**config.mk**
```make
export PLATFORM = sky130hd
export DESIGN_NAME = irqx_top
export DESIGN_NICKNAME = d
export VERILOG_FILES = /design/src/rtl/irqx_pkg.sv /design/src/rtl/irqx_group.sv /design/src/rtl/irqx_regbus.sv /design/src/rtl/irqx_vector.sv /design/src/rtl/irqx_top.sv
export SDC_FILE = /design/constraint.sdc
export NUM_CORES = 1
export LEC_CHECK = 0
export BUFFER_PORTS_ARGS = -buffer_cell sky130_fd_sc_hd__buf_2
export CAP_MARGIN = 20
export CORE_MARGIN = 5
export CORE_UTILIZATION = 53
export CTS_CLUSTER_DIAMETER = 60
export DETAILED_ROUTE_END_ITERATION = 8
export GPL_ROUTABILITY_DRIVEN = 0
export PLACE_DENSITY = 0.77
export RECOVER_POWER = 25
export REMOVE_ABC_BUFFERS = 1
export SKIP_CTS_REPAIR_TIMING = 1
export SYNTH_ARGS = -nofsm -noshare
export SYNTH_HDL_FRONTEND = slang
export SYNTH_SLANG_ARGS = --single-unit
```
**constraint.sdc**
```tcl
create_clock -name clk -period 2.1 [get_ports clk]
set_clock_uncertainty 0.05 [all_clocks]
set_input_delay 0.315 -clock clk [delete_from_list [all_inputs] [get_ports clk]]
set_output_delay 0.315 -clock clk [all_outputs]
set_load 0.01 [all_outputs]
```
**src/rtl/irqx_pkg.sv**
```systemverilog
package irqx_pkg;

    localparam int unsigned NUM_GRP     = 12;
    localparam int unsigned SRC_PER_GRP = 8;
    localparam int unsigned BUS_DW      = 16;
    localparam int unsigned BUS_AW      = 6;

    localparam int unsigned SRC_IW = $clog2(SRC_PER_GRP);
    localparam int unsigned GRP_IW = $clog2(NUM_GRP + 1);
    localparam int unsigned VEC_W  = $clog2(NUM_GRP * SRC_PER_GRP);

    localparam int unsigned A_CTRL      = 0;
    localparam int unsigned A_ACK       = 1;
    localparam int unsigned A_FLAG_BASE = 16;
    localparam int unsigned A_EN_BASE   = 32;

    localparam int unsigned CTRL_EN_BIT = 0;
    localparam int unsigned CTRL_LV_LSB = 8;

    typedef struct packed {
        logic              hit;
        logic [SRC_IW-1:0] idx;
    } src_pick_t;

    typedef struct packed {
        logic              hit;
        logic [GRP_IW-1:0] idx;
    } grp_pick_t;

    // Lowest set bit wins.
    function automatic src_pick_t pick_src(input logic [SRC_PER_GRP-1:0] v);
        src_pick_t r;
        r = '0;
        for (int i = SRC_PER_GRP - 1; i >= 0; i--) begin
            if (v[i]) begin
                r.hit = 1'b1;
                r.idx = SRC_IW'(i);
            end
        end
        return r;
    endfunction

    function automatic grp_pick_t pick_grp(input logic [NUM_GRP-1:0] v);
        grp_pick_t r;
        r = '0;
        for (int i = NUM_GRP - 1; i >= 0; i--) begin
            if (v[i]) begin
                r.hit = 1'b1;
                r.idx = GRP_IW'(i);
            end
        end
        return r;
    endfunction

endpackage

```
**src/rtl/irqx_group.sv**
```systemverilog
module irqx_group
    import irqx_pkg::*;
#(
    parameter int unsigned S = SRC_PER_GRP
) (
    input  logic         clk,
    input  logic         rst,
    input  logic         gen,
    input  logic [S-1:0] src,
    input  logic         flag_we,
    input  logic         en_we,
    input  logic [S-1:0] wdata,
    input  logic         ack_clr,
    input  logic         fetch,
    output logic [S-1:0] flag,
    output logic [S-1:0] en,
    output logic         ack,
    output logic         req,
    output src_pick_t    pick
);

    logic [S-1:0] flag_d;
    logic         ack_d;

    always_comb begin
        pick = pick_src(flag & en);
        req  = gen && !ack && pick.hit;
    end

    // Order: fetch clear, then bus write, then arrivals on top.
    always_comb begin
        flag_d = flag;
        if (fetch) flag_d[pick.idx] = 1'b0;
        if (flag_we) flag_d = wdata;
        flag_d = flag_d | src;
    end

    // A fetch outranks a software clear in the same cycle.
    always_comb begin
        ack_d = ack;
        if (ack_clr) ack_d = 1'b0;
        if (fetch)   ack_d = 1'b1;
    end

    always_ff @(posedge clk) begin
        if (rst) begin
            flag <= '0;
            en   <= '0;
            ack  <= 1'b0;
        end else begin
            flag <= flag_d;
            ack  <= ack_d;
            if (en_we) en <= wdata;
        end
    end


    fetch_sets_ack_chk: assert property (@(posedge clk) disable iff (rst)
        fetch |=> ack);


    ack_holds_chk: assert property (@(posedge clk) disable iff (rst)
        (ack && !ack_clr) |=> ack);


    fetch_clears_flag_chk: assert property (@(posedge clk) disable iff (rst)
        (fetch && !flag_we && !src[pick.idx]) |=> !flag[$past(pick.idx)]);


    arrival_sets_flag_chk: assert property (@(posedge clk) disable iff (rst)
        (src != '0) |=> ((flag & $past(src)) == $past(src)));


    no_req_when_acked_chk: assert property (@(posedge clk) disable iff (rst)
        ack |-> !req);

endmodule

```
**src/rtl/irqx_regbus.sv**
```systemverilog
module irqx_regbus
    import irqx_pkg::*;
#(
    parameter int unsigned N  = NUM_GRP,
    parameter int unsigned S  = SRC_PER_GRP,
    parameter int unsigned DW = BUS_DW,
    parameter int unsigned AW = BUS_AW,
    parameter int unsigned VW = VEC_W
) (
    input  logic                clk,
    input  logic                rst,
    input  logic                bus_we,
    input  logic [AW-1:0]       bus_addr,
    input  logic [DW-1:0]       bus_wdata,
    output logic [DW-1:0]       bus_rdata,
    input  logic [N-1:0][S-1:0] flags,
    input  logic [N-1:0][S-1:0] ens,
    input  logic [N-1:0]        acks,
    input  logic [VW-1:0]       last_vec,
    output logic                gen,
    output logic [N-1:0]        flag_we,
    output logic [N-1:0]        en_we,
    output logic [N-1:0]        ack_clr,
    output logic [S-1:0]        wbyte
);

    localparam logic [AW-1:0] ADDR_CTRL = AW'(A_CTRL);
    localparam logic [AW-1:0] ADDR_ACK  = AW'(A_ACK);

    assign wbyte   = bus_wdata[S-1:0];
    assign ack_clr = (bus_we && bus_addr == ADDR_ACK) ? bus_wdata[N-1:0] : '0;

    for (genvar g = 0; g < N; g++) begin : g_dec
        assign flag_we[g] = bus_we && (bus_addr == AW'(A_FLAG_BASE + g));
        assign en_we[g]   = bus_we && (bus_addr == AW'(A_EN_BASE + g));
    end

    always_ff @(posedge clk) begin
        if (rst) gen <= 1'b0;
        else if (bus_we && bus_addr == ADDR_CTRL) gen <= bus_wdata[CTRL_EN_BIT];
    end

    always_comb begin
        bus_rdata = '0;
        if (bus_addr == ADDR_CTRL) begin
            bus_rdata[CTRL_EN_BIT]           = gen;
            bus_rdata[CTRL_LV_LSB +: VW]     = last_vec;
        end else if (bus_addr == ADDR_ACK) begin
            bus_rdata[N-1:0] = acks;
        end else begin
            for (int g = 0; g < N; g++) begin
                if (bus_addr == AW'(A_FLAG_BASE + g)) bus_rdata[S-1:0] = flags[g];
                if (bus_addr == AW'(A_EN_BASE + g))   bus_rdata[S-1:0] = ens[g];
            end
        end
    end


    upper_bits_zero_chk: assert property (@(posedge clk) disable iff (rst)
        (bus_addr >= AW'(A_FLAG_BASE)) |-> (bus_rdata[DW-1:S] == '0));


    gen_write_chk: assert property (@(posedge clk) disable iff (rst)
        (bus_we && bus_addr == ADDR_CTRL) |=> (gen == $past(bus_wdata[CTRL_EN_BIT])));

endmodule

```
**src/rtl/irqx_vector.sv**
```systemverilog
module irqx_vector
    import irqx_pkg::*;
#(
    parameter int unsigned N  = NUM_GRP,
    parameter int unsigned S  = SRC_PER_GRP,
    parameter int unsigned GW = GRP_IW,
    parameter int unsigned VW = VEC_W
) (
    input  logic                 clk,
    input  logic                 rst,
    input  logic [N-1:0]         req,
    input  src_pick_t [N-1:0]    picks,
    input  logic                 ack_valid,
    input  logic [GW-1:0]        ack_grp,
    output logic [N-1:0]         fetch,
    output logic                 vec_valid,
    output logic [VW-1:0]        vec_num,
    output logic [VW-1:0]        last_vec,
    output logic                 top_valid,
    output logic [GW-1:0]        top_grp
);

    grp_pick_t top;

    for (genvar g = 0; g < N; g++) begin : g_sel
        assign fetch[g] = ack_valid && (ack_grp == GW'(g)) && req[g];
    end

    always_comb begin
        vec_valid = |fetch;
        vec_num   = '0;
        for (int g = 0; g < N; g++) begin
            if (fetch[g]) vec_num = VW'(g * S) + VW'(picks[g].idx);
        end
        top       = pick_grp(req);
        top_valid = top.hit;
        top_grp   = top.idx;
    end

    always_ff @(posedge clk) begin
        if (rst)            last_vec <= '0;
        else if (vec_valid) last_vec <= vec_num;
    end


    single_fetch_chk: assert property (@(posedge clk) disable iff (rst)
        $onehot0(fetch));


    last_vec_chk: assert property (@(posedge clk) disable iff (rst)
        vec_valid |=> (last_vec == $past(vec_num)));


    no_vec_without_req_chk: assert property (@(posedge clk) disable iff (rst)
        (req == '0) |-> !vec_valid);

endmodule

```
**src/rtl/irqx_top.sv**
```systemverilog
module irqx_top
    import irqx_pkg::*;
#(
    parameter int unsigned N  = NUM_GRP,
    parameter int unsigned S  = SRC_PER_GRP,
    parameter int unsigned DW = BUS_DW,
    parameter int unsigned AW = BUS_AW,
    parameter int unsigned GW = GRP_IW,
    parameter int unsigned VW = VEC_W
) (
    input  logic          clk,
    input  logic          rst,
    input  logic [N*S-1:0] src_irq,
    input  logic          bus_we,
    input  logic [AW-1:0] bus_addr,
    input  logic [DW-1:0] bus_wdata,
    output logic [DW-1:0] bus_rdata,
    output logic [N-1:0]  cpu_req,
    output logic          req_top_valid,
    output logic [GW-1:0] req_top_grp,
    input  logic          cpu_ack_valid,
    input  logic [GW-1:0] cpu_ack_grp,
    output logic          vec_valid,
    output logic [VW-1:0] vec_num
);

    logic                gen;
    logic [N-1:0][S-1:0] flags;
    logic [N-1:0][S-1:0] ens;
    logic [N-1:0]        acks;
    logic [N-1:0]        flag_we;
    logic [N-1:0]        en_we;
    logic [N-1:0]        ack_clr;
    logic [N-1:0]        fetch;
    logic [S-1:0]        wbyte;
    logic [VW-1:0]       last_vec;
    src_pick_t [N-1:0]   picks;

    irqx_regbus #(.N(N), .S(S), .DW(DW), .AW(AW), .VW(VW)) regbus_i (
        .clk      (clk),
        .rst      (rst),
        .bus_we   (bus_we),
        .bus_addr (bus_addr),
        .bus_wdata(bus_wdata),
        .bus_rdata(bus_rdata),
        .flags    (flags),
        .ens      (ens),
        .acks     (acks),
        .last_vec (last_vec),
        .gen      (gen),
        .flag_we  (flag_we),
        .en_we    (en_we),
        .ack_clr  (ack_clr),
        .wbyte    (wbyte)
    );

    for (genvar g = 0; g < N; g++) begin : g_grp
        irqx_group #(.S(S)) grp_i (
            .clk    (clk),
            .rst    (rst),
            .gen    (gen),
            .src    (src_irq[g*S +: S]),
            .flag_we(flag_we[g]),
            .en_we  (en_we[g]),
            .wdata  (wbyte),
            .ack_clr(ack_clr[g]),
            .fetch  (fetch[g]),
            .flag   (flags[g]),
            .en     (ens[g]),
            .ack    (acks[g]),
            .req    (cpu_req[g]),
            .pick   (picks[g])
        );
    end

    irqx_vector #(.N(N), .S(S), .GW(GW), .VW(VW)) vector_i (
        .clk      (clk),
        .rst      (rst),
        .req      (cpu_req),
        .picks    (picks),
        .ack_valid(cpu_ack_valid),
        .ack_grp  (cpu_ack_grp),
        .fetch    (fetch),
        .vec_valid(vec_valid),
        .vec_num  (vec_num),
        .last_vec (last_vec),
        .top_valid(req_top_valid),
        .top_grp  (req_top_grp)
    );


    quiet_when_disabled_chk: assert property (@(posedge clk) disable iff (rst)
        !gen |-> (cpu_req == '0 && !vec_valid));


    top_is_requesting_chk: assert property (@(posedge clk) disable iff (rst)
        req_top_valid |-> cpu_req[req_top_grp]);


    idle_after_reset_chk: assert property (@(posedge clk)
        $fell(rst) |-> (cpu_req == '0));

endmodule

```
==> qor.log, run 1 <==
[cts] clock buffers created by TritonCTS 26
[sta] worst-path endpoint after global-route repair_timing vec_num[0]
[global_routing] Global Route Usage Sum 74.3%
[floorplan] horizontal die dimension 167 µm
[logic_synthesis] number of cells produced by synthesis 1739
[cts] maximum clock path buffer count 3
[cts] Clock Sink Count 212
[run_status] failing step global routing (5_1_grt)
[cts] root buffer cell sky130_fd_sc_hd__clkbuf_16
[logic_synthesis] post-synthesis instance area 13000 µm²
[logic_synthesis] Warnings, synthesis 0
[logic_synthesis] Main synth FF type sky130_fd_sc_hd__dfxtp_1
[logic_synthesis] share of async-settable or async-resettable flops after synthesis 0%
[run_status] Run Error [ERROR GRT-0232] Routing congestion too high. Check the congestion heatmap in the GUI.
[global_routing] total congestion overflow after global routing 78
[floorplan] height of the die 167 µm
[logic_synthesis] number of synthesized register bits 212
[place] IO Port Bufs 161
[sta] type of pin the worst path ends at top-level output
[cts] H-tree level count 1
[floorplan] Top Ports 167
[place] Final HPWL DP 48200 µm
[logic_synthesis] synthesized area divided by synthesized cell count 7.50 µm²
[logic_synthesis] Synth cell types 89
[logic_synthesis] EDFF count, synth 0
[floorplan] FP Rows 57
[run_status] result of the run aborted with a tool error
[floorplan] Initial Util 53.8%
[global_routing] pin count of the biggest net entering global routing 61
[logic_synthesis] register area share after synthesis 32.5%
[cells in the mapped netlist, types with 14 or more instances]
master	count	area [µm²]
sky130_fd_sc_hd__a21oi_1	295	1480
sky130_fd_sc_hd__nand2_1	231	867
sky130_fd_sc_hd__dfxtp_1	212	4240
sky130_fd_sc_hd__nand3_1	151	756
sky130_fd_sc_hd__nor2_1	106	398
sky130_fd_sc_hd__clkbuf_1	87	327
sky130_fd_sc_hd__a22oi_1	86	646
sky130_fd_sc_hd__o21ai_0	31	155
sky130_fd_sc_hd__o211ai_1	29	218
sky130_fd_sc_hd__a22o_1	26	228
sky130_fd_sc_hd__and3_1	26	163
sky130_fd_sc_hd__a221oi_1	23	201
sky130_fd_sc_hd__nand2b_1	23	144
sky130_fd_sc_hd__buf_2	22	110
sky130_fd_sc_hd__mux2i_1	22	220
sky130_fd_sc_hd__o311ai_0	22	193
sky130_fd_sc_hd__a32oi_1	20	175
sky130_fd_sc_hd__and2_1	19	119
sky130_fd_sc_hd__nand4_1	19	119
sky130_fd_sc_hd__o22ai_1	16	100
sky130_fd_sc_hd__a31oi_1	15	93.8
sky130_fd_sc_hd__nand3b_1	15	113
sky130_fd_sc_hd__buf_4	14	105
sky130_fd_sc_hd__nor3_1	14	70.1
[metal layers]
| layer | GRT overflow | track usage, % |
|---|---|---|
| met4 | 29 | 68.1 |
| met2 | 42 | 87.8 |
| met5 | 0 | 33.4 |
| met1 | 2 | 74.9 |
| met3 | 5 | 64.9 |
[kinds of logic after synthesis]
kind of cell,after synthesis,synth area share [%]
simple gates,695,27.2
compound gates,659,33.1
flops,212,32.5
buf+inv,143,4.78
mux,29,2.38
other cells,1,0.0287
[through the flow]
step / cells / instance area, µm² / TNS (ns) / setup slack, ns / hold WS, ns
2_1_floorplan: 1608 / 12500 / -5.92 / -0.636 / 0.334
3_3_place_gp: 2639 / 17900 / -20.50 / -1.03 / 0.391
3_5_place_dp: 2639 / 17900 / -25.00 / -1.01 / 0.402
4_1_cts: 2684 / 18800 / -30.33 / -1.44 / -0.0644
==> inputs of run 2 (changes only) <==
Settings changed: CORE_UTILIZATION 53 to 40, CTS_CLUSTER_DIAMETER 60 to default, PLACE_DENSITY 0.77 to default, PLACE_DENSITY_LB_ADDON from default to 0.15.
Clock period 2.1 ns to 2.7 ns, I/O delays scaled along.
==> run 2 against run 1 <==
The flow now finishes, with violations (negative setup slack); synthesized area unchanged; synthesized cell count unchanged.
==> qor.log, run 2 <==
[run_status] failing checks negative setup slack
[global_routing] total congestion overflow after global routing 0
[finish] final antenna diode count 0
[worst_setup_path] arrival time at the worst endpoint 3.14 ns
[sta] Setup-failing EPs final 24
[logic_synthesis] Main synth FF type sky130_fd_sc_hd__dfxtp_1
[sta] unrepaired setup endpoints after global routing yes
[sta] Final TNS setup -9.96 ns
[cts] H-tree level count 1
[floorplan] Initial Util 40.3%
[worst_setup_path] CP startpoint kind flop
[finish] core occupancy in the finished layout 59.9%
[drt] vias per cell 6.35
[worst_setup_path] register-to-register setup slack 0.04 ns
[flow_run] max-cap violation count 0
[global_routing] met1 routing resource usage after global routing 46.3%
[floorplan] Placeable Area 32400 µm²
[sta] slack of the critical path -0.898 ns
[global_routing] pin count of the biggest net entering global routing 63
[sta] post-layout min period 3.60 ns
[logic_synthesis] number of synthesized register bits 212
[finish] leading cell types in the layout, fill and taps excluded 408 x sky130_fd_sc_hd__buf_4, 285 x sky130_fd_sc_hd__a21oi_1, 227 x sky130_fd_sc_hd__nand2_1, 187 x sky130_fd_sc_hd__dfxtp_1, 149 x sky130_fd_sc_hd__nand3_1
[sta] tightest slew margin relative to the limit 38.8%
[power] P per Cell Area 418 nW/µm²
[worst_setup_path] RR Endpoint vector_i.last_vec[0]
[global_routing] vias in the first global route 15.9k
[logic_synthesis] top post-synthesis cells by area sky130_fd_sc_hd__dfxtp_1 33%, sky130_fd_sc_hd__a21oi_1 11%, sky130_fd_sc_hd__nand2_1 6.6%
[worst_hold_path] Worst Hold Depth 3
[global_routing] GRT met2 Usage 50.2%
[place] total cell area at the placement stage 17200 µm²
[global_routing] first-pass GRT wire length 95800 µm
[worst_setup_path] Crit. End Element output pin
[sta] Max Transition Viols Final 0
[worst_hold_path] Worst Hold Endpoint g_grp[10].grp_i.flag[0]
[run_status] result of the run finished, violations left
[finish] largest registers g_grp.grp_i.en: 96 flops, g_grp.grp_i.flag: 96 flops, g_grp.grp_i.ack: 12 flops
[finish] number of nets in the finished design 2387
[logic_synthesis] library cell with the largest summed area after synthesis sky130_fd_sc_hd__dfxtp_1
[worst_setup_path] kind of critical path flop to output pin
[floorplan] height of the die 191 µm
[drt] total vias in the final route 17.3k
[drt] DRT Wirelength 66000 µm
[sta] Worst-Margin Slew 0.919 ns
[drt] number of optimization iterations in the first detailed-route pass 8
[power] largest vdd supply drop 0.000481 V
[worst_setup_path] data required time at the worst endpoint 2.25 ns
[global_routing] GRT busiest layer met2
[global_routing] initial antenna violation count 2
[logic_synthesis] most common cell in the synthesized netlist sky130_fd_sc_hd__a21oi_1
[logic_synthesis] number of cells produced by synthesis 1739
[cts] CTS tree yes
[place] Final HPWL DP 49800 µm
[finish] post-route design area 19400 µm²
[logic_synthesis] area share of the leading cell type in the synthesized netlist 32.5%
[floorplan] area of the die 36300 µm²
[place] IO Port Bufs 161
[logic_synthesis] EDFF count, synth 0
[floorplan] Top Ports 167
[cts] Clock Sink Count 212
[cts] clock buffers created by TritonCTS 26
[floorplan] horizontal die dimension 191 µm
[sta] portion of the clock cycle consumed by the worst path in the final layout 133%
[power] leakage power total 7.88 nW
[logic_synthesis] post-synthesis instance area 13000 µm²
[finish] fraction of layout cells with a size suffix above 1 37.9%
[worst_setup_path] depth of the worst register-to-register path 10
[logic_synthesis] synthesized area divided by synthesized cell count 7.50 µm²
[power] overall power consumption 8.11 mW
[worst_hold_path] Tightest Hold Check Type input port to flop
[sta] endpoints failing hold 0
[logic_synthesis] share of async-settable or async-resettable flops after synthesis 0%
[logic_synthesis] Synth cell types 89
[drt] ANT nets after route 0
[logic_synthesis] leading cell types by count after synthesis 295 x sky130_fd_sc_hd__a21oi_1, 231 x sky130_fd_sc_hd__nand2_1, 212 x sky130_fd_sc_hd__dfxtp_1
[worst_setup_path] r2r startpoint regbus_i.gen
[floorplan] FP Rows 66
[logic_synthesis] Warnings, synthesis 0
[drt] Wirelength per Cell 24.2 µm
[cts] clock-pin transition on the worst setup and hold timing paths 0.06 ns
[worst_setup_path] maximum fanout encountered on the critical timing path 4
[global_routing] Global Route Usage Sum 33.8%
[cts] root buffer cell sky130_fd_sc_hd__clkbuf_16
[logic_synthesis] register area share after synthesis 32.5%
[finish] leading cell type in the layout, fill and taps excluded sky130_fd_sc_hd__buf_4
[worst_hold_path] start point of the worst hold path src_irq[80]
[cts] maximum clock path buffer count 3
[global_routing] met3 track utilization from global routing 8.60%
[sta] Fmax achieved 0.278 GHz
[drt] initial DRC count 2322
[drt] DRC violation count after routing 0
[finish] signed area change from the synthesized netlist to the final layout 48.8%
[cts] worst-skew pair later-pin latency 0.57 ns
## run 2: cell counts after synthesis
Identical to the previous run, type by type.
## run 2: how the worst max path moves through the flow
stage | startpoint | endpoint | depth (start not counted)
after floorplan | regbus_i.gen | vec_num[1] | 6
after global placement | cpu_ack_grp[0] | vec_num[1] | 10
after detailed placement | cpu_ack_grp[0] | vec_num[1] | 10
after CTS | regbus_i.gen | vec_num[1] | 9
after global routing | g_grp[10].grp_i.en[4] | vec_num[0] | 8
final | regbus_i.gen | vec_num[0] | 10
## run 2: per-layer routing
metal | vias to the layer above | routed length (µm) | share of wire [%]
met5 | - | 13 | 0.020
met1 | 8215 | 26200 | 40
met2 | 1130 | 28000 | 42
met3 | 261 | 8040 | 12
li1 | 7677 | - | -
met4 | 2 | 3690 | 5.6
## run 2: final cells by class
cell class / instances / area [µm²]
fillers: 3009 / 13000
multi-input cells: 1384 / 9130
repair buffers: 625 / 4510
flip-flops and latches: 212 / 4290
clock buffers: 31 / 709
well taps: 442 / 553
clock inverters: 16 / 164
inverters: 12 / 45.0
## run 2: power by group
part / switching (mW) / internal, mW
logic: 0.686 / 0.502
registers: 0.100 / 3.24
clock network: 1.51 / 2.07
## run 2: worst max-delay path, cell delays in order, from the launching register on
cell and delay, ns:
sky130_fd_sc_hd__dfxtp_4 0.37, sky130_fd_sc_hd__buf_6 0.12, sky130_fd_sc_hd__nand4b_1 0.12, sky130_fd_sc_hd__buf_4 0.16, sky130_fd_sc_hd__nor4_4 0.05, sky130_fd_sc_hd__buf_4 0.15, sky130_fd_sc_hd__and2_1 0.16, sky130_fd_sc_hd__a222oi_1 0.55
sky130_fd_sc_hd__nand4_1 0.30, sky130_fd_sc_hd__or3_4 0.47, sky130_fd_sc_hd__buf_6 0.13
## run 2: through the flow
stage               hold WS (ns)  worst slack [ns]  cells
CTS                     -0.00274             -1.07   2699
finish                   0.00726            -0.898   2722
global placement           0.392            -0.658   2652
floorplan                  0.376            -0.126   1608
detailed placement         0.393            -0.664   2652
global route              0.0265            -0.908   2722
## run 2: logic make-up (layout without fill, tap and decap cells)
| kind of cell | Yosys count | in the layout | share of synthesized area [%] |
|---|---|---|---|
| DFF | 212 | 212 | 32.5 |
| AOI/OAI and AO/OA | 659 | 659 | 33.1 |
| and+or+nand+nor | 695 | 695 | 27.2 |
| muxes | 29 | 29 | 2.38 |
| buffers and inverters | 143 | 684 | 4.78 |
| other | 1 | 1 | 0.0287 |
Note: power is estimated with default switching activity, not from simulation.
==> inputs of run 3 (changes only) <==
Settings changed: ABC_AREA from default to 1.
==> run 3 against run 2 <==
Worst setup slack better by 0.081 ns; die area is 2.5% lower; critical path depth is 9 higher; combinational power is 18% lower; non-clock buffer count is 57 lower; first-iteration DRC count is 33% lower; fmax is 2.3% higher; total power is 4.5% lower; clock-buffer cell count is 7 higher; the flow still finishes with violations (negative setup slack); sequential cell count stayed put.
==> qor.log, run 3 <==
[finish] leading cell types in the layout, fill and taps excluded 539 x sky130_fd_sc_hd__nand2_1, 369 x sky130_fd_sc_hd__buf_4, 278 x sky130_fd_sc_hd__inv_1, 191 x sky130_fd_sc_hd__nor2_1, 183 x sky130_fd_sc_hd__dfxtp_1
[drt] vias per cell 5.48
[sta] Worst-Margin Slew 0.741 ns
[worst_setup_path] kind of critical path input port to output pin
[drt] initial DRC count 1567
[logic_synthesis] post-synthesis compound-gate area fraction 20.3%
[logic_synthesis] adder-cell share of the synthesized area 0%
[floorplan] Placeable Area 31500 µm²
[worst_setup_path] max incr delay on CP 0.34 ns
[cts] maximum clock path buffer count 3
[logic_synthesis] Warnings, synthesis 0
[sta] worst hold slack 0.0583 ns
[logic_synthesis] library cell with the largest summed area after synthesis sky130_fd_sc_hd__dfxtp_1
[power] largest vdd supply drop 0.000518 V
[worst_setup_path] Crit. End Element output pin
[cts] CTS tree yes
[logic_synthesis] simple-gate share of the synthesized area 34.4%
[finish] leading cell type in the layout, fill and taps excluded sky130_fd_sc_hd__nand2_1
[drt] total vias in the final route 16.2k
[logic_synthesis] synthesized area divided by synthesized cell count 6.26 µm²
[cts] H-tree level count 1
[worst_hold_path] Tightest Hold Check Type input port to flop
[logic_synthesis] post-synthesis instance area 12700 µm²
[drt] DRT Wirelength 58700 µm
[finish] core occupancy in the finished layout 58.1%
[sta] Max Transition Viols Final 0
[run_status] failing checks negative setup slack
[worst_setup_path] arrival time at the worst endpoint 3.06 ns
[flow_run] max-cap violation count 0
[global_routing] vias in the first global route 15.1k
[sta] tightest slew margin relative to the limit 50.6%
[logic_synthesis] register area share after synthesis 33.4%
[run_status] result of the run finished, violations left
[sta] Setup-failing EPs final 25
[floorplan] FP Rows 65
[logic_synthesis] EDFF count, synth 0
[finish] post-route design area 18300 µm²
[logic_synthesis] synthesized-area fraction occupied by xor and xnor cells 0%
[sta] slack of the critical path -0.817 ns
[worst_setup_path] number of buffers and inverters on the critical path 3
[logic_synthesis] number of cells produced by synthesis 2027
[sta] Fmax achieved 0.284 GHz
[worst_setup_path] Largest delay share family, worst path simple AND/OR/NAND/NOR gates
[sta] unrepaired setup endpoints after global routing yes
[cts] clock buffers created by TritonCTS 26
[logic_synthesis] share of async-settable or async-resettable flops after synthesis 0%
[worst_setup_path] maximum fanout encountered on the critical timing path 8
[floorplan] Initial Util 40.3%
[finish] final antenna diode count 0
[floorplan] Top Ports 167
[sta] portion of the clock cycle consumed by the worst path in the final layout 130%
[worst_setup_path] CP dominant cell by count sky130_fd_sc_hd__nand4_1
[finish] fraction of layout cells with a size suffix above 1 32.2%
[finish] largest registers g_grp.grp_i.en: 96 flops, g_grp.grp_i.flag: 96 flops, g_grp.grp_i.ack: 12 flops
[global_routing] Global Route Usage Sum 31.0%
[place] IO Port Bufs 161
[cts] Clock Sink Count 212
[drt] number of optimization iterations in the first detailed-route pass 5
[sta] post-layout min period 3.52 ns
[power] P per Cell Area 423 nW/µm²
[worst_setup_path] data required time at the worst endpoint 2.25 ns
[cts] clock-pin transition on the worst setup and hold timing paths 0.06 ns
[logic_synthesis] Main synth FF type sky130_fd_sc_hd__dfxtp_1
[logic_synthesis] Synth cell types 39
[logic_synthesis] most common cell in the synthesized netlist sky130_fd_sc_hd__nand2_1
[floorplan] horizontal die dimension 188 µm
[worst_setup_path] cell-by-cell listing of the critical path clkbuf_1 > inv_1 > nand2_2 > nor2_1 > nand2_4 > or2_0 > nand2_1 > nand4_1 > nand2_1 > nand4_1 > nor2_1 > nand4_1 > nor2_2 > nand4_1 > nor2_1 > nand4_1 > nand2_1 > a21oi_2 > buf_2
[global_routing] initial antenna violation count 0
[finish] number of nets in the finished design 2671
[place] Final HPWL DP 44100 µm
[worst_setup_path] register-to-register setup slack 0.03 ns
[logic_synthesis] number of synthesized register bits 212
[worst_setup_path] CP startpoint kind input port
[drt] Wirelength per Cell 19.8 µm
[logic_synthesis] area share of the leading cell type in the synthesized netlist 33.4%
[place] total cell area at the placement stage 16600 µm²
[cts] root buffer cell sky130_fd_sc_hd__clkbuf_16
[logic_synthesis] top post-synthesis cells by area sky130_fd_sc_hd__dfxtp_1 33%, sky130_fd_sc_hd__nand2_1 18%, sky130_fd_sc_hd__inv_1 8.8%
[sta] endpoints failing hold 0
[global_routing] pin count of the biggest net entering global routing 66
[global_routing] first-pass GRT wire length 85600 µm
[finish] signed area change from the synthesized netlist to the final layout 44.1%
[drt] DRC violation count after routing 0
[drt] ANT nets after route 0
[worst_setup_path] critical path's slowest cell sky130_fd_sc_hd__nor2_1
[logic_synthesis] dominant combinational cell family by area after synthesis simple AND/OR/NAND/NOR gates
[logic_synthesis] mux share of post-synthesis cell area 0%
[cts] worst-skew pair later-pin latency 0.55 ns
[power] leakage power total 8.53 nW
[global_routing] total congestion overflow after global routing 0
[logic_synthesis] leading cell types by count after synthesis 593 x sky130_fd_sc_hd__nand2_1, 298 x sky130_fd_sc_hd__inv_1, 219 x sky130_fd_sc_hd__nor2_1
[floorplan] area of the die 35400 µm²
[floorplan] height of the die 188 µm
-- run 3: cell types whose count changed in the layout (fill, tap and decap cells not counted), sizes merged, moves of 65 or more --
cell | previous run | this run
nand2 | 232 | 597
inv | 12 | 305
a21oi | 295 | 106
nor2 | 107 | 234
a22oi | 89 | 0
a31oi | 15 | 89
nand3 | 151 | 86
-- run 3: path summary, 6_finish.rpt --
| path | start | cells after the start | to |
|---|---|---|---|
| setup / recovery | bus_addr[3] | 19 | bus_rdata[5] |
| hold / removal | src_irq[54] | 3 | g_grp[6].grp_i.flag[6] |
| setup reg to reg | regbus_i.gen | 12 | g_grp[9].grp_i.flag[0] |
| hold reg to reg | vector_i.last_vec[5] | 2 | vector_i.last_vec[5] |
-- run 3: tightest hold or removal path, stage by stage --
cell and delay (ns):
sky130_fd_sc_hd__buf_2 0.09, sky130_fd_sc_hd__inv_1 0.04, sky130_fd_sc_hd__a31oi_1 0.06
-- run 3: cells by family after synthesis --
logic type,count (synthesis)
AOI/OAI and AO/OA,400
buffers and inverters,384
DFF,212
other,1
and+or+nand+nor,1030
-- run 3: routing by layer --
layer  wire length (µm)  share of wire [%]  GRT usage [%]  vias to the layer above
met5                  0                  0              0                        -
met4               3210                5.5           14.5                        0
met3               5430                9.3           4.99                      166
met2              26600                 45           49.9                      822
met1              23500                 40           40.6                     7510
li1                   -                  -              -                     7743
-- run 3: cell type report --
cell class                      count  area [µm²]
Clock inverter                      4        45.0
Clock buffer                       38         767
Inverter                          306        1150
Multi-Input combinational cell   1431        7560
Sequential cell                   212        4280
Fill cell                        3080       13200
Tap cell                          402         503
Timing Repair Buffer              568        3980
-- run 3: per-stage QoR --
stage | setup TNS (ns) | std cells | power [mW] | setup slack [ns]
final | -10.79 | 2961 | 7.74 | -0.817
after global routing | -13.60 | 2961 | 7.97 | -0.915
after global placement | -3.93 | 2899 | 4.29 | -0.564
after detailed placement | -4.16 | 2899 | 4.29 | -0.618
after CTS | -10.77 | 2941 | 7.70 | -0.850
after floorplan | 0 | 1949 | 3.66 | 0.171
-- run 3: power by group --
part | internal (mW) | switching [mW]
clock network | 2.03 | 1.41
registers | 3.25 | 0.0821
logic | 0.404 | 0.568
==> inputs of run 4 (changes only) <==
Settings changed: SYNTH_HIERARCHICAL from default to 1.
==> run 4 against run 3 <==
The flow still finishes with violations (negative setup slack); via count up 6.9%; clock-buffer cell count up 1; sequential share of layout area down 1.8 points; first-iteration DRC count up 3.1%; die area up 18%; fmax up 8.8%; cell count up 12%; sequential cell count unchanged; critical path depth down 4; utilization down 3.7 points.
==> qor.log, run 4 <==
[finish] filler cell count in the final layout 3795
[sta] Fmax achieved 0.309 GHz
[sta] slack of the critical path -0.534 ns
[sta] worst hold slack 0.0511 ns
[sta] portion of the clock cycle consumed by the worst path in the final layout 120%
[finish] fraction of layout cells with a size suffix above 1 41.0%
[flow_run] max-cap violation count 0
[sta] endpoints failing hold 0
[drt] ANT nets after route 0
[floorplan] FP Rows 71
[place] worst slack at placement -0.439 ns
[drt] DRT Wirelength 62500 µm
[logic_synthesis] library cell with the largest summed area after synthesis sky130_fd_sc_hd__dfxtp_1
[worst_setup_path] maximum fanout encountered on the critical timing path 2
[worst_setup_path] register-to-register setup slack 0.32 ns
[floorplan] area of the die 41800 µm²
[logic_synthesis] post-synthesis instance area 15100 µm²
[cts] clock-pin transition on the worst setup and hold timing paths 0.06 ns
[logic_synthesis] Main synth FF type sky130_fd_sc_hd__dfxtp_1
[logic_synthesis] Synth cell types 37
[logic_synthesis] share of async-settable or async-resettable flops after synthesis 0%
[sta] unrepaired setup endpoints after global routing yes
[logic_synthesis] area share of the leading cell type in the synthesized netlist 28.1%
[finish] signed area change from the synthesized netlist to the final layout 34.8%
[worst_setup_path] data required time at the worst endpoint 2.25 ns
[logic_synthesis] top post-synthesis cells by area sky130_fd_sc_hd__dfxtp_1 28%, sky130_fd_sc_hd__nand2_1 16%, sky130_fd_sc_hd__a21oi_1 8.4%
[global_routing] initial antenna violation count 2
[worst_setup_path] kind of critical path flop to output pin
[floorplan] horizontal die dimension 204 µm
[drt] Wirelength per Cell 18.8 µm
[logic_synthesis] number of synthesized register bits 212
[worst_setup_path] Crit. End Element output pin
[place] IO Port Bufs 161
[finish] leading cell types in the layout, fill and taps excluded 604 x sky130_fd_sc_hd__nand2_1, 285 x sky130_fd_sc_hd__buf_4, 249 x sky130_fd_sc_hd__a21oi_1, 244 x sky130_fd_sc_hd__inv_1, 235 x sky130_fd_sc_hd__nor2_1
[logic_synthesis] number of cells produced by synthesis 2381
[cts] clock buffers created by TritonCTS 28
[drt] vias per cell 5.22
[floorplan] height of the die 204 µm
[logic_synthesis] EDFF count, synth 0
[run_status] failing checks negative setup slack
[global_routing] total congestion overflow after global routing 0
[logic_synthesis] register area share after synthesis 28.1%
[global_routing] Global Route Usage Sum 28.2%
[global_routing] pin count of the biggest net entering global routing 104
[finish] leading cell type in the layout, fill and taps excluded sky130_fd_sc_hd__nand2_1
[worst_setup_path] worst setup path start g_grp[1].grp_i/flag[3]
[place] Final HPWL DP 47000 µm
[drt] initial DRC count 1615
[cts] maximum clock path buffer count 3
[worst_setup_path] critical path endpoint bus_rdata[3]
[power] largest vdd supply drop 0.000383 V
[worst_hold_path] Tightest Hold Check Type input port to flop
[logic_synthesis] leading cell types by count after synthesis 655 x sky130_fd_sc_hd__nand2_1, 266 x sky130_fd_sc_hd__inv_1, 257 x sky130_fd_sc_hd__nor2_1
[sta] Worst-Margin Slew 0.968 ns
[power] leakage power total 9.73 nW
[drt] number of optimization iterations in the first detailed-route pass 9
[floorplan] Placeable Area 37500 µm²
[global_routing] first-pass GRT wire length 91900 µm
[worst_setup_path] r2r startpoint g_grp[7].grp_i/en[1]
[cts] worst-skew pair later-pin latency 0.56 ns
[drt] DRC violation count after routing 0
[cts] Clock Sink Count 212
[cts] CTS tree yes
[floorplan] Initial Util 40.4%
[sta] post-layout min period 3.23 ns
[cts] root buffer cell sky130_fd_sc_hd__clkbuf_16
[sta] tightest slew margin relative to the limit 35.4%
[drt] total vias in the final route 17.4k
[logic_synthesis] Warnings, synthesis 6
[run_status] result of the run finished, violations left
[finish] number of nets in the finished design 2921
[finish] largest registers g_grp.grp_i/en: 96 flops, g_grp.grp_i/flag: 96 flops, g_grp.grp_i/ack: 12 flops
[worst_setup_path] depth of the worst register-to-register path 19
[sta] Max Transition Viols Final 0
[worst_setup_path] arrival time at the worst endpoint 2.78 ns
[power] P per Cell Area 401 nW/µm²
[worst_setup_path] CP startpoint kind flop
[worst_setup_path] RR Endpoint vector_i/last_vec[1]
[floorplan] Top Ports 167
[sta] Setup-failing EPs final 21
[global_routing] vias in the first global route 16.0k
[cts] H-tree level count 1
[logic_synthesis] most common cell in the synthesized netlist sky130_fd_sc_hd__nand2_1
[logic_synthesis] synthesized area divided by synthesized cell count 6.35 µm²
[run 4: through the flow]
| step | setup TNS [ns] | power [mW] | instances | instance area, µm² | utilization (%) |
|---|---|---|---|---|---|
| 2_1_floorplan | -0.241 | 3.77 | 2290 | 14700 | - |
| 4_1_cts | -9.26 | 8.17 | 3275 | 19100 | 51.0 |
| 3_5_place_dp | -3.17 | 4.40 | 3227 | 18200 | 48.6 |
| 5_1_grt | -8.98 | 8.46 | 3325 | 20400 | 54.4 |
| 6_report | -6.46 | 8.19 | 3325 | 20400 | 54.4 |
| 3_3_place_gp | -2.38 | 4.39 | 3227 | 18200 | 48.6 |
[run 4: critical path: stages (launching register included)]
cell	delay, ns
sky130_fd_sc_hd__dfxtp_2	0.32
sky130_fd_sc_hd__buf_6	0.12
sky130_fd_sc_hd__or2_4	0.22
sky130_fd_sc_hd__nand2_2	0.06
sky130_fd_sc_hd__nand4_1	0.14
sky130_fd_sc_hd__nand2_1	0.12
sky130_fd_sc_hd__nand4_1	0.13
sky130_fd_sc_hd__nor2_1	0.14
sky130_fd_sc_hd__nand4_1	0.18
sky130_fd_sc_hd__nor2_1	0.15
sky130_fd_sc_hd__nand4_1	0.11
sky130_fd_sc_hd__nand2_1	0.12
sky130_fd_sc_hd__nand4_1	0.09
sky130_fd_sc_hd__nand2_1	0.10
sky130_fd_sc_hd__a21oi_2	0.07
sky130_fd_sc_hd__buf_2	0.15
[run 4: layer usage]
metal  global-route usage, %  vias up  share of wire (%)
li1                        -     8326                  -
met1                    39.3     8107                 42
met5                       0        -                  0
met2                    45.3      807                 45
met4                    8.52        0                3.3
met3                    4.00      127                9.1
[run 4: worst min-delay path by stage]
stage               slack, ns                   from                      end  cells past startpoint
global route             0.04            src_irq[88]  g_grp[11].grp_i/flag[0]                      3
global placement         0.42   vector_i/last_vec[4]     vector_i/last_vec[4]                      2
finish                   0.05            src_irq[18]   g_grp[2].grp_i/flag[2]                      3
detailed placement       0.43   vector_i/last_vec[4]     vector_i/last_vec[4]                      2
CTS                      0.02            src_irq[68]   g_grp[8].grp_i/flag[4]                      3
floorplan                0.39  g_grp[10].grp_i/en[2]    g_grp[10].grp_i/en[2]                      2
[run 4: area by class of cell]
type                            instances  area, µm²  area share, %
Inverter                              333       1300           6.36
Multi-Input combinational cell       1745       9830           48.2
Sequential cell                       212       4410           21.6
Clock buffer                           39        813           3.99
Tap cell                              511        639           3.14
Clock inverter                          9        104          0.509
Antenna cell                            1       2.50         0.0123
Timing Repair Buffer                  475       3300           16.2
[run 4: report_power, final]
part	internal, mW	switching, mW	leakage [nW]	total (mW)
Combinational	0.416	0.639	7.51	1.05
Clock	2.27	1.52	0.448	3.79
Sequential	3.24	0.110	1.78	3.35
Total	5.92	2.26	9.73	8.19
[run 4: cells by family (layout without fill, tap and decap cells)]
kind of cell,after synthesis,after routing,synth area share (%)
flops,212,212,28.1
buf+inv,424,856,11.3
compound gates,348,348,13.7
other cells,1,2,0.0248
simple gates,1396,1396,46.9
